### src/rtl/split_fsm_pkg.sv
package split_fsm_pkg;

    // Local state of one page controller.
    typedef enum logic [1:0] {
        PG_IDLE  = 2'd0,
        PG_FIRST = 2'd1,
        PG_SECOND = 2'd2
    } pg_state_e;

    // Activation token: valid plus one-bit entry code.
    typedef struct packed {
        logic vld;
        logic code;
    } act_tok_t;

endpackage

### src/rtl/act_link.sv
module act_link
    import split_fsm_pkg::*;
#(
    parameter int LINK_DEPTH = 3
) (
    input  logic     clk_i,
    input  logic     rst_ni,
    input  act_tok_t push_i,
    output act_tok_t head_o
);

    act_tok_t stg_d [LINK_DEPTH];
    act_tok_t stg_q [LINK_DEPTH];

    always_comb begin
        stg_d[0] = push_i;
        for (int k = 1; k < LINK_DEPTH; k++) begin
            stg_d[k] = stg_q[k-1];
        end
    end

    always_ff @(posedge clk_i) begin
        for (int k = 0; k < LINK_DEPTH; k++) begin
            if (!rst_ni) begin
                stg_q[k] <= '0;
            end else begin
                stg_q[k] <= stg_d[k];
            end
        end
    end

    assign head_o = stg_q[LINK_DEPTH-1];

endmodule

### src/rtl/page_ctrl.sv
module page_ctrl
    import split_fsm_pkg::*;
#(
    parameter bit PAGE_BIT     = 1'b0,
    parameter bit START_ACTIVE = 1'b1,
    parameter int CNT_W        = 16
) (
    input  logic             clk_i,
    input  logic             rst_ni,
    input  logic             step_i,
    input  logic [1:0]       dir_i,
    input  act_tok_t         tok_in_i,
    output act_tok_t         tok_out_o,
    output logic             active_o,
    output logic             local_o,
    output logic [CNT_W-1:0] work_o
);

    typedef struct packed {
        pg_state_e        st;
        logic [CNT_W-1:0] work;
    } pg_regs_t;

    localparam pg_state_e RST_ST = START_ACTIVE ? PG_FIRST : PG_IDLE;

    pg_regs_t r_d, r_q;
    act_tok_t tok_d;

    always_comb begin
        r_d   = r_q;
        tok_d = '0;
        unique case (r_q.st)
            PG_IDLE: begin
                // one firing rule per activator; the merged stream carries only the entry code
                if (tok_in_i.vld) begin
                    r_d.st = tok_in_i.code ? PG_SECOND : PG_FIRST;
                end
            end
            PG_FIRST, PG_SECOND: begin
                r_d.work = r_q.work + 1'b1;
                if (step_i) begin
                    if (dir_i[1] == PAGE_BIT) begin
                        r_d.st = dir_i[0] ? PG_SECOND : PG_FIRST;
                    end else begin
                        tok_d.vld  = 1'b1;
                        tok_d.code = dir_i[0];
                        r_d.st     = PG_IDLE;
                    end
                end
            end
            default: r_d.st = PG_IDLE;
        endcase
    end

    always_ff @(posedge clk_i) begin
        if (!rst_ni) begin
            r_q.st   <= RST_ST;
            r_q.work <= '0;
        end else begin
            r_q <= r_d;
        end
    end

    assign tok_out_o = tok_d;
    assign active_o  = (r_q.st != PG_IDLE);
    assign local_o   = (r_q.st == PG_SECOND);
    assign work_o    = r_q.work;

endmodule

### src/rtl/split_fsm_pair.sv
module split_fsm_pair
    import split_fsm_pkg::*;
#(
    parameter int LINK_DEPTH = 3,
    parameter int CNT_W      = 16
) (
    input  logic             clk_i,
    input  logic             rst_ni,
    input  logic             step_i,
    input  logic [1:0]       dir_i,
    output logic [1:0]       active_o,
    output logic [1:0]       state_o,
    output logic [CNT_W-1:0] work_ab_o,
    output logic [CNT_W-1:0] work_cd_o,
    output logic             err_o
);

    act_tok_t tok_ab2cd_push, tok_ab2cd_head;
    act_tok_t tok_cd2ab_push, tok_cd2ab_head;
    logic     run_ab, run_cd, loc_ab, loc_cd;
    logic     err_d, err_q;

    page_ctrl #(.PAGE_BIT(1'b0), .START_ACTIVE(1'b1), .CNT_W(CNT_W)) u_page_ab (
        .clk_i(clk_i), .rst_ni(rst_ni), .step_i(step_i), .dir_i(dir_i),
        .tok_in_i(tok_cd2ab_head), .tok_out_o(tok_ab2cd_push),
        .active_o(run_ab), .local_o(loc_ab), .work_o(work_ab_o)
    );

    page_ctrl #(.PAGE_BIT(1'b1), .START_ACTIVE(1'b0), .CNT_W(CNT_W)) u_page_cd (
        .clk_i(clk_i), .rst_ni(rst_ni), .step_i(step_i), .dir_i(dir_i),
        .tok_in_i(tok_ab2cd_head), .tok_out_o(tok_cd2ab_push),
        .active_o(run_cd), .local_o(loc_cd), .work_o(work_cd_o)
    );

    act_link #(.LINK_DEPTH(LINK_DEPTH)) u_link_ab2cd (
        .clk_i(clk_i), .rst_ni(rst_ni), .push_i(tok_ab2cd_push), .head_o(tok_ab2cd_head)
    );

    act_link #(.LINK_DEPTH(LINK_DEPTH)) u_link_cd2ab (
        .clk_i(clk_i), .rst_ni(rst_ni), .push_i(tok_cd2ab_push), .head_o(tok_cd2ab_head)
    );

    always_comb begin
        err_d = err_q | (run_ab & run_cd);
    end

    always_ff @(posedge clk_i) begin
        if (!rst_ni) err_q <= 1'b0;
        else         err_q <= err_d;
    end

    always_comb begin
        if (run_ab)      state_o = {1'b0, loc_ab};
        else if (run_cd) state_o = {1'b1, loc_cd};
        else             state_o = 2'd0;
    end

    assign active_o = {run_cd, run_ab};
    assign err_o    = err_q;

endmodule

### config.mk
export PLATFORM = sky130hd
export DESIGN_NAME = split_fsm_pair
export DESIGN_NICKNAME = d
export VERILOG_FILES = /design/src/rtl/split_fsm_pkg.sv /design/src/rtl/act_link.sv /design/src/rtl/page_ctrl.sv /design/src/rtl/split_fsm_pair.sv
export SDC_FILE = /design/constraint.sdc
export NUM_CORES = 1
export LEC_CHECK = 0
export BUFFER_PORTS_ARGS = -buffer_cell sky130_fd_sc_hd__buf_2
export CORE_ASPECT_RATIO = 0.9
export CORE_MARGIN = 1
export CORE_UTILIZATION = 52
export CTS_BUF_LIST = sky130_fd_sc_hd__clkbuf_2
export CTS_CLUSTER_SIZE = 25
export DETAILED_ROUTE_END_ITERATION = 16
export PLACE_DENSITY = 0.78
export SYNTH_ARGS = -nofsm -noshare
export SYNTH_HDL_FRONTEND = slang
export SYNTH_HIERARCHICAL = 1
export SYNTH_SLANG_ARGS = --single-unit
### constraint.sdc
create_clock -name clk_i -period 1.6 [get_ports clk_i]
set_input_delay 0.32 -clock clk_i [delete_from_list [all_inputs] [get_ports clk_i]]
set_output_delay 0.32 -clock clk_i [all_outputs]
set_load 0.05 [all_outputs]
Yosys cells after proc, flatten, opt, wreduce, memory -nomap -nowiden

Memory sizes are Yosys's and may differ from the RTL's.
Cells that the tools add are included.

Output and inout bits: 37
Flip-flop bits (word level): 37
Input port bits: 5
Bits in writable memories: 12
Logic and storage cells: 60
Memories: 2

Memory list:

| name               | words | bits a word | read ports | clocked after memory_dff | wr ports | line           | RTL |
|---|---|---|---|---|---|---|---|
| u_link_ab2cd.stg_q | 3     | 2           | 3          | 0                        | 3        | act_link.sv:13 | `act_tok_t stg_q [LINK_DEPTH];` |
| u_link_cd2ab.stg_q | 3     | 2           | 3          | 0                        | 3        | act_link.sv:13 |  |

Mux-type cells: 27
Add/sub/neg operators: 2
Reductions and logical operators: 8
Bitwise logic cells: 8
Equality and inequality tests: 8

Operators with widths:

| operator                                                              | count |
|---|---|
| 2-bit two-way mux                                                     | 23 |
| 16-bit by 1-bit adder with 16-bit output, second input constant       | 2 |
| 2-bit inequality test, second input constant                          | 4 |
| 2-bit one-hot mux with 2 select lines                                 | 2 |
| 1-bit OR                                                              | 7 |
| 2-bit by 1-bit equality test with 1-bit output, second input constant | 2 |
| 2-bit equality test, second input constant                            | 2 |
| 2-bit zero test                                                       | 2 |
| 2-bit AND reduction                                                   | 2 |
| 2-bit nonzero test                                                    | 2 |
| 2-bit OR reduction                                                    | 2 |
| 1-bit two-way mux                                                     | 2 |
| 1-bit AND                                                             | 1 |

Logic depth before layout (Yosys ltp)

Gate-level depths: netlist of the first run.

Depth after elaboration: 4
Depth in mapped cells: 8
Gate-level depth less buffers: 6

Cells and area by module

Netlist of the first run, hierarchy kept.

By module, submodules not included:

| module                 | seq. area each (um^2) | area each (um^2) | times used | cells each |
|---|---|---|---|---|
| page_ctrl at u_page_ab | 360.3                 | 1047.3           | 1          | 113 |
| page_ctrl at u_page_cd | 360.3                 | 1042.2           | 1          | 114 |
| act_link               | 120.1                 | 157.7            | 2          | 12 |
| split_fsm_pair         | 20.0                  | 65.1             | 1          | 9 |

Least setup slack after synthesis of the first run

OpenSTA, ideal clock, no wires.

Path kind: register -> output
Start: register u_page_cd/r_q[16] (netlist name)
End: output state_o[0]
Arrival time: 1843 ps
Stages on the path, launching flop included: 6
Slack: -563 ps
Data required time: 1280 ps
Buffers on the path: 0
Cells stage by stage: dfxtp_1 > inv_1 > ha_1 > inv_1 > nand2_1 > o21ai_0

Cells in the longest elaborated chain, start to end: 3
Elaborated cells on any way between the ends: 4
Those cells by class: 1 x eq/ne; 2 x mux; 1 x reduce/logical

RTL lines:

| element                  | line                 | RTL |
|---|---|---|
| start: declaration       | page_ctrl.sv:26      | `pg_regs_t r_d, r_q;` |
| start signal: assignment | page_ctrl.sv:60      | `r_q <= r_d;` |
| 2-bit nonzero test       | page_ctrl.sv:65      | `assign active_o = (r_q.st != PG_IDLE);` |
| named net run_cd         | split_fsm_pair.sv:20 | `logic run_ab, run_cd, loc_ab, loc_cd;` |
| 2-bit two-way mux        | split_fsm_pair.sv:54 | `else if (run_cd) state_o = {1'b1, loc_cd};` |
| 2-bit two-way mux        | split_fsm_pair.sv:53 | `if (run_ab) state_o = {1'b0, loc_ab};` |
| end: declaration         | split_fsm_pair.sv:12 | `output logic [1:0] state_o,` |

The timed path passes the listed nets, and every way through them passes these cells.

Worst setup path in the final report of the first run

Start: register u_page_cd/r_q[16] (netlist name)
End: output state_o[0]

Cells in the longest elaborated chain, start to end: 3
Elaborated cells on any way between the ends: 4
Those cells by class: 1 x eq/ne; 2 x mux; 1 x reduce/logical

RTL lines:

| element             | line                 | RTL |
|---|---|---|
| 2-bit equality test | page_ctrl.sv:66      | `assign local_o = (r_q.st == PG_SECOND);` |
| named net loc_cd    | split_fsm_pair.sv:20 |  |
| 2-bit two-way mux   | split_fsm_pair.sv:54 |  |
| 2-bit two-way mux   | split_fsm_pair.sv:53 |  |

The timed path passes the listed nets, and every way through them passes these cells.

==> results.py, run 1 <==
metrics = {
    "run_status": {
        "outcome": "complete, but fails checks",
        "violations": "negative setup slack",
    },
    "clock_network": {
        "clkSinkCount": 49,
        "cts_root_buf": "clkbuf_2",
        "h-tree-depth": 2,
        "cts_tree": "done",
        "cts_max_path_buffers": 2,
        "clk_latency_ns": 0.41,
        "cts_made_buffers": 5,
        "clk_pin_slew_ns": 0.21,
    },
    "placed_design": {
        "place_congestion": 0.744,
        "place_ws_ns": -0.0551,
        "hpwl_um": 2920,
        "portBuffers": 41,
        "place_area_mm2": 0.00263,
    },
    "floorplan": {
        "num_rows": 23,
        "die_height_um": 67.4,
        "io_pins": 42,
        "die_w_um": 74.6,
        "die-area_mm2": 0.00503,
        "start_util_pct": 54.7,
        "core_mm2": 0.00452,
    },
    "grt": {
        "grt_start_max_net_pins": 56,
        "grt_overflow": 0,
        "groute.usage.overall_pct": 18.9,
        "grt_pass1_vias": 1556,
        "antenna_found_initial": 0,
        "grt_pass1_wl_um": 7110,
    },
    "min_path": {
        "hp-class": "in -> reg",
    },
    "critical_path": {
        "worstSetupPathType": "reg -> out",
        "cp_max_fo": 2,
        "cp_data_arrival_time_ns": 1.43,
        "worstPathRequired_ns": 1.28,
        "start_kind": "flop",
        "cp-end-kind": "output pin",
    },
    "sta": {
        "fin_crit_sh_pct": 109,
        "fin_tns_setup_ns": -0.438,
        "worst_slew_margin_rel_pct": 81.1,
        "setup_viol": 4,
        "drv_slew": 0,
        "worstMarginPinSlew_ns": 0.284,
        "rsz0062_at_grt": "yes",
        "setup_slack_ns": -0.148,
        "holdWs_ns": 0.288,
        "fmax_mhz": 572,
        "fin_worst_skew_ns": 0.00963,
        "final.min_clock_period_ns": 1.75,
        "final-hold-violation-count": 0,
    },
    "route": {
        "ant_nets": 0,
        "first_pass_iters": 4,
        "drc": 0,
        "first_iter_violations": 95,
        "vias": 1780,
        "routedWlPerCell_um": 12.3,
        "viasPerCell": 4.93,
        "drt-total-wl_um": 4450,
    },
    "yosys": {
        "synth_nets": 273,
        "yosysTopAreaCell": "dfxtp_1",
        "yosys_warnings": 6,
        "yosysSeqAreaShare_pct": 39.7,
        "syn_area_mm2": 0.00247,
        "synth_area_per_cell_um2": 9.50,
        "synthCells": 260,
        "synth.top_cells.by_area": "dfxtp_1 40%, buf_4 10%, and2_1 8.6%",
        "synth-seq-cells": 49,
        "synth_top_area_share_pct": 39.7,
        "synth_cell_types": 35,
    },
    "job": {
        "maxCapViolations": 0,
    },
    "power_and_ir_drop": {
        "power_density_mw_per_mm2": 1000,
        "internal_power_uw": 1890,
        "p_seq_share_pct": 47.4,
        "combPwrFrac_pct": 35.6,
        "swShare_pct": 34.4,
        "cellLeakagePower_uw": 0.00124,
        "p_clk_share_pct": 17.0,
        "vdd_drop_max_uv": 754,
        "p_switching_uw": 994,
    },
    "final_layout": {
        "fillCellCount": 379,
        "areaGrowthSynthToFinish_pct": 16.5,
        "finish.instance_area_mm2": 0.00288,
        "mostFrequentLayoutCells": "43 x dfxtp_1, 37 x buf_2, 34 x and2_1",
        "layout.nets": 311,
        "layout-drive-gt1-share_pct": 38.1,
        "layout_commonest_cell": "dfxtp_1",
        "n_antenna_cell": 0,
    },
}
[cells in the mapped netlist]
library cell,count
and3_2,2
xor2_1,4
dfxtp_1,49
nand3_4,3
and4_1,4
nand4_1,6
inv_1,11
a32oi_1,2
a21boi_0,2
o311ai_0,1
nor3b_1,1
nor2b_1,4
o211ai_1,4
o31ai_1,4
buf_4,34
or3b_1,1
mux2i_1,4
or3_1,6
ha_1,8
o22ai_1,3
buf_6,4
a21oi_1,1
and4_4,2
nand2b_1,6
xnor2_1,16
and2_1,34
a21boi_1,5
o21ai_0,5
clkbuf_1,4
o32a_1,1
nor3_1,2
nand3_2,1
nand3_1,6
and3_1,1
nand2_1,19
[logic make-up after synthesis]
kind of cell	after synthesis	share of synthesized area, %
fa+ha+maj	8	4.05
buf+inv	53	14.4
mux	4	1.62
simple gates	98	25.1
compound gates	28	8.00
xor+xnor	20	7.09
flops	49	39.7
[per-stage QoR]
stage               total power [µW]  util [%]  std cells
floorplan                       2000         -        260
global placement                2130      58.2        343
detailed placement              2140      58.2        343
CTS                             2830      62.2        357
global route                    3040      63.7        361
finish                          2890      63.7        361
[registers in the layout, indices dropped and copies added (netlist names)]
register	count
u_page_ab/work_o	16
u_page_cd/work_o	16
u_link_ab2cd/stg_q	6
u_link_cd2ab/stg_q	6
u_page_ab/r_q	2
u_page_cd/r_q	2
err_o	1
[power groups by stage]
| stage | Clock, µW | Combinational, µW | Sequential, µW |
|---|---|---|---|
| after CTS | 515 | 952 | 1360 |
| final | 491 | 1030 | 1370 |
| after global placement | 0 | 746 | 1380 |
| after detailed placement | 0 | 760 | 1380 |
| after floorplan | 0 | 612 | 1390 |
| after global routing | 562 | 1100 | 1380 |
[worst paths after layout]
check | start | end | slack (ns) | depth (start not counted)
max | u_page_cd/r_q[16] | state_o[0] | -0.15 | 6
min | dir_i[1] | u_link_cd2ab/stg_q[0][1] | 0.29 | 3
max reg2reg | u_page_ab/r_q[16] | u_page_ab/work_o[9] | 0.06 | 7
min reg2reg | u_link_ab2cd/stg_q[1][0] | u_link_ab2cd/stg_q[2][0] | 0.45 | 1
[layout make-up]
cell class	count	area (µm²)	share of cell area [%]
Clock buffer	8	40.0	1.39
Inverter	11	48.8	1.70
Multi-Input combinational cell	158	1210	42.1
Sequential cell	49	988	34.4
Tap cell	62	77.6	2.70
Timing Repair Buffer	73	509	17.7
[what timing repair did]
action,4_1_cts,5_1_grt
gates resized for setup,31,13
setup endpoints to repair,17,17
pin swaps,5,9
setup buffers,6,4
hold endpoints to repair,0,0
hold buffers,0,0
[metal layers]
layer	global-route usage (%)	wire length, µm
met1	24.8	2130
met2	29.4	2090
met3	4.48	167
met4	8.49	58
met5	0	0
[worst max-delay path, cell delays in order (launching register included)]
cell     delay, ns
dfxtp_2       0.37
inv_2         0.08
buf_6         0.10
ha_4          0.11
nand2_2       0.05
o21ai_2       0.14
buf_6         0.18
(Power assumes the default switching activity.)
==> inputs of run 2 (changes only) <==
==> constraint.sdc (replaced) <==
create_clock -name clk_i -period 1.6 [get_ports clk_i]
set_input_delay 0.16 -clock clk_i [delete_from_list [all_inputs] [get_ports clk_i]]
set_output_delay 0.16 -clock clk_i [all_outputs]
set_load 0.05 [all_outputs]
==> results.py, run 2 (synthesized netlist as in run 1, its figures left out) <==
metrics = {
    "run_status": {
        "outcome": "complete, but fails checks",
        "violations": "negative setup slack",
    },
    "grt": {
        "grt_pass1_vias": 1551,
        "grtUsageMet3_pct": 6.27,
        "use_met1_pct": 25.4,
        "grt.met2_usage_pct": 27.8,
        "antenna_found_initial": 0,
        "groute.usage.overall_pct": 18.5,
        "grt_overflow": 0,
        "busiest_layer": "met2",
        "grt_start_max_net_pins": 56,
        "grt_pass1_wl_um": 7020,
    },
    "clock_network": {
        "cts_made_buffers": 5,
        "cts_hold_buf": 0,
        "cts_max_path_buffers": 2,
        "cts_root_buf": "clkbuf_2",
        "cts_tree": "done",
        "h-tree-depth": 2,
        "clk_latency_ns": 0.39,
        "clkSinkCount": 49,
        "clk_pin_slew_ns": 0.23,
    },
    "sta": {
        "rsz0062_at_grt": "yes",
        "fin_worst_skew_ns": 0.00746,
        "holdWs_ns": 0.133,
        "fin_tns_setup_ns": -0.0229,
        "fin_crit_sh_pct": 101,
        "fmax_mhz": 616,
        "final.min_clock_period_ns": 1.62,
        "drv_slew": 0,
        "setup_viol": 1,
        "worst_slew_margin_rel_pct": 76.3,
        "setup_slack_ns": -0.0229,
        "worstMarginPinSlew_ns": 0.354,
        "final-hold-violation-count": 0,
    },
    "power_and_ir_drop": {
        "combPwrFrac_pct": 32.0,
        "cellLeakagePower_uw": 0.00122,
        "p_switching_uw": 983,
        "internal_power_uw": 1960,
        "p_clk_share_pct": 21.8,
        "p_seq_share_pct": 46.2,
        "swShare_pct": 33.3,
        "vdd_drop_max_uv": 754,
        "power_density_mw_per_mm2": 1040,
        "finalPower_uw": 2950,
    },
    "placed_design": {
        "portBuffers": 41,
        "place_congestion": 0.744,
        "place_area_mm2": 0.00262,
        "hpwl_um": 2890,
    },
    "floorplan": {
        "num_rows": 23,
        "start_util_pct": 54.7,
        "io_pins": 42,
        "die_w_um": 74.6,
        "die_height_um": 67.4,
        "core_mm2": 0.00452,
        "die-area_mm2": 0.00503,
    },
    "final_layout": {
        "layout_commonest_cell": "dfxtp_1",
        "finish.instance_area_mm2": 0.00283,
        "mostFrequentLayoutCells": "45 x dfxtp_1, 38 x buf_2, 34 x and2_1",
        "fillCellCount": 400,
        "areaGrowthSynthToFinish_pct": 14.7,
        "multi_input_area_mm2": 0.00122,
        "layout.nets": 306,
        "n_antenna_cell": 0,
        "seq_area_um2": 986,
        "layout-drive-gt1-share_pct": 36.1,
        "post-route-util_pct": 62.7,
    },
    "route": {
        "drc": 0,
        "drt-total-wl_um": 4410,
        "vias": 1778,
        "first_pass_iters": 4,
        "first_iter_violations": 96,
        "viasPerCell": 4.99,
        "routedWlPerCell_um": 12.4,
        "ant_nets": 0,
    },
    "critical_path": {
        "crit_chain": "inv_2 -> ha_4 -> inv_4 -> nand2_2 -> o21ai_2 -> buf_6",
        "cp_data_arrival_time_ns": 1.46,
        "cp-end-kind": "output pin",
        "cp_top_family": "flip-flops",
        "start_kind": "flop",
        "critical_path.max_stage_delay_ns": 0.39,
        "critPathBufInv": 3,
        "cpMaxStageDelayCell": "dfxtp_2",
        "worstPathRequired_ns": 1.44,
        "r2r_slack_ns": 0.04,
        "worstSetupPathType": "reg -> out",
        "cp_max_fo": 4,
    },
    "min_path": {
        "hp-class": "in -> reg",
    },
    "job": {
        "maxCapViolations": 0,
    },
}
==> run 2: power groups by stage <==
stage / registers, µW / clock network [µW] / logic, µW
CTS: 1360 / 673 / 877
detailed placement: 1380 / 0 / 765
global route: 1370 / 727 / 1010
floorplan: 1390 / 0 / 607
finish: 1360 / 641 / 943
global placement: 1380 / 0 / 749
==> run 2: worst paths after layout <==
| kind | from | cells past startpoint | endpoint |
|---|---|---|---|
| setup / recovery | u_page_cd/r_q[16] | 6 | state_o[0] |
| hold reg to reg | u_link_ab2cd/stg_q[0][0] | 1 | u_link_ab2cd/stg_q[1][0] |
| setup reg to reg | u_page_ab/r_q[16] | 6 | u_page_ab/work_o[14] |
| hold / removal | step_i | 4 | u_page_ab/r_q[17] |
==> run 2: per-stage QoR <==
| stage | worst slack (ns) | cells |
|---|---|---|
| 2_1_floorplan | -0.00379 | 260 |
| 3_3_place_gp | -0.0384 | 342 |
| 3_5_place_dp | -0.0626 | 342 |
| 4_1_cts | -0.0529 | 356 |
| 5_1_grt | -0.128 | 356 |
| 6_report | -0.0229 | 356 |
==> run 2: layer usage <==
layer,up-vias,share of wire (%),wire [µm]
met5,-,0,0
met1,822,49,2150
met2,51,46,2030
met4,0,0.77,34
met3,4,4.4,194
li1,901,-,-
==> run 2: cell type report <==
type	instances	share of cell area (%)
Tap cell	62	2.74
Sequential cell	49	34.8
Multi-Input combinational cell	158	42.9
Clock buffer	6	1.06
Timing Repair Buffer	68	15.6
Clock inverter	2	1.19
Inverter	11	1.63
==> run 2: worst min-delay path, delay by kind of cell <==
family / cells / cell delay (ns)
compound gates: 2 / 0.15
buf+inv: 1 / 0.14
simple gates: 1 / 0.07
==> run 2: what timing repair did <==
item / in CTS / in global routing
buffers inserted: 6 / 0
pin swaps: 3 / 10
resized for setup: 23 / 13
cloned: 0 / 0
endpoints found under the hold margin: 0 / 0
setup endpoints to repair: 19 / 22
==> inputs of run 3 (changes only) <==
Settings changed: TNS_END_PERCENT set to 5.
==> results.py, run 3 (synthesized netlist as in run 1, its figures left out) <==
metrics = {
    "final_layout": {
        "n_antenna_cell": 0,
        "layout_commonest_cell": "dfxtp_1",
        "mostFrequentLayoutCells": "45 x dfxtp_1, 38 x buf_2, 34 x and2_1",
        "layout-drive-gt1-share_pct": 37.0,
        "finish.instance_area_mm2": 0.00281,
        "areaGrowthSynthToFinish_pct": 13.9,
        "layout.nets": 304,
    },
    "min_path": {
        "hp-class": "in -> reg",
        "worstHoldStart": "step_i",
        "min_to": "u_page_ab/r_q[17]",
        "whs_path_depth": 4,
    },
    "power_and_ir_drop": {
        "power_density_mw_per_mm2": 983,
        "combPwrFrac_pct": 32.8,
        "p_clk_share_pct": 18.0,
        "vdd_drop_max_uv": 798,
        "cellLeakagePower_uw": 0.00120,
        "p_seq_share_pct": 49.2,
        "swShare_pct": 35.7,
        "internal_power_uw": 1780,
        "p_switching_uw": 987,
    },
    "grt": {
        "groute.usage.overall_pct": 18.0,
        "grt_pass1_vias": 1591,
        "grt_start_max_net_pins": 29,
        "grt_overflow": 0,
        "antenna_found_initial": 0,
        "grt_pass1_wl_um": 6910,
    },
    "route": {
        "drt-total-wl_um": 4530,
        "drc": 0,
        "ant_nets": 0,
        "routedWlPerCell_um": 12.8,
        "first_pass_iters": 4,
        "first_iter_violations": 84,
        "viasPerCell": 5.12,
        "vias": 1812,
    },
    "floorplan": {
        "start_util_pct": 54.7,
        "die_w_um": 74.6,
        "num_rows": 23,
        "die-area_mm2": 0.00503,
        "die_height_um": 67.4,
        "core_mm2": 0.00452,
        "io_pins": 42,
    },
    "critical_path": {
        "r2r_start": "u_page_cd/r_q[16]",
        "worstPathRequired_ns": 1.99,
        "start_kind": "flop",
        "critPathBufInv": 1,
        "rr_endpoint": "u_page_cd/work_o[13]",
        "cp_data_arrival_time_ns": 2.00,
        "crit_chain": "inv_2 -> ha_4 -> and4_4 -> nand3_4 -> or3_4 -> a21boi_2",
        "critical_path.max_stage_delay_ns": 0.39,
        "cp_top_family": "simple AND/OR/NAND/NOR gates",
        "cp-end-kind": "flop",
        "cpMaxStageDelayCell": "dfxtp_2",
        "r2r_slack_ns": -0.01,
        "worstRegToRegCells": 6,
        "cp_max_fo": 7,
        "worstSetupPathType": "reg -> reg",
    },
    "clock_network": {
        "cts_hold_buf": 0,
        "clkSinkCount": 49,
        "h-tree-depth": 2,
        "cts_max_path_buffers": 2,
        "cts_tree": "done",
        "clk_pin_slew_ns": 0.25,
        "cts_made_buffers": 5,
        "clk_latency_ns": 0.42,
        "cts_root_buf": "clkbuf_2",
    },
    "placed_design": {
        "place_area_mm2": 0.00263,
        "hpwl_um": 3090,
        "place_congestion": 0.783,
        "portBuffers": 41,
    },
    "sta": {
        "drv_slew": 0,
        "final.min_clock_period_ns": 1.61,
        "holdWs_ns": 0.0943,
        "setup_viol": 2,
        "setup_slack_ns": -0.0123,
        "fin_tns_setup_ns": -0.0243,
        "worstMarginPinSlew_ns": 0.361,
        "fin_worst_skew_ns": 0.0102,
        "final-hold-violation-count": 0,
        "rsz0062_at_grt": "yes",
        "worst_slew_margin_rel_pct": 75.9,
        "fin_crit_sh_pct": 101,
        "fmax_mhz": 620,
    },
    "run_status": {
        "outcome": "complete, but fails checks",
        "violations": "negative setup slack",
    },
    "job": {
        "maxCapViolations": 0,
    },
}
run 3: cell count changes in the layout (fill, tap and decap cells not counted), moves of 2 or more:
cell / change
inv_4: -2
clkinv_2: +2
buf_6: +2
buf_4: -4
run 3: worst max-delay path by stage:
stage                                 to              start  depth (start not counted)  slack (ns)
finish              u_page_cd/work_o[13]  u_page_cd/r_q[16]                          6       -0.01
global route                  state_o[0]  u_page_cd/r_q[16]                          6       -0.09
CTS                           state_o[0]  u_page_cd/r_q[16]                          6       -0.04
detailed placement   u_page_cd/work_o[5]  u_page_cd/r_q[16]                          7       -0.14
global placement     u_page_cd/work_o[5]  u_page_cd/r_q[16]                          7       -0.06
floorplan           u_page_cd/work_o[13]  u_page_cd/r_q[16]                          8       -0.02
run 3: power groups by stage:
stage | Sequential (µW) | Clock (µW) | Combinational, µW
after floorplan | 1390 | 0 | 607
after global placement | 1380 | 0 | 736
after detailed placement | 1380 | 0 | 755
after CTS | 1360 | 519 | 873
after global routing | 1370 | 571 | 963
final | 1360 | 499 | 907
run 3: tightest hold or removal path: stages:
cell,delay (ns)
buf_2,0.12
o22ai_2,0.10
nand2_1,0.07
a21boi_1,0.05
run 3: final cells by class:
| cell class | instances | area, µm² |
|---|---|---|
| flip-flops and latches | 49 | 986 |
| inverters | 11 | 46.3 |
| well taps | 62 | 77.6 |
| fillers | 396 | 1700 |
| repair buffers | 66 | 435 |
| clock inverters | 3 | 17.5 |
| clock buffers | 5 | 25.0 |
| multi-input cells | 158 | 1230 |
run 3: routing by layer:
layer  vias up  track usage (%)  share of wire, %
li1        906                -                 -
met1       856             24.0                49
met2        44             27.9                46
met3         6             4.48               4.7
met4         0             7.31               1.0
met5         -                0                 0
run 3: repair_timing:
action                                  CTS  global route
endpoints found under the setup margin   22            12
pin swaps                                 6             5
buffers inserted                          2             1
gates resized for setup                  28            11
cloned                                    0             0
run 3: through the flow:
| stage | power [µW] | setup WS (ns) | std cells | util [%] |
|---|---|---|---|---|
| finish | 2770 | -0.0123 | 354 | 62.3 |
| global placement | 2110 | -0.0616 | 343 | 58.1 |
| detailed placement | 2130 | -0.144 | 343 | 58.1 |
| global route | 2910 | -0.0940 | 354 | 62.3 |
| floorplan | 2000 | -0.0238 | 260 | - |
| CTS | 2750 | -0.0353 | 353 | 61.2 |
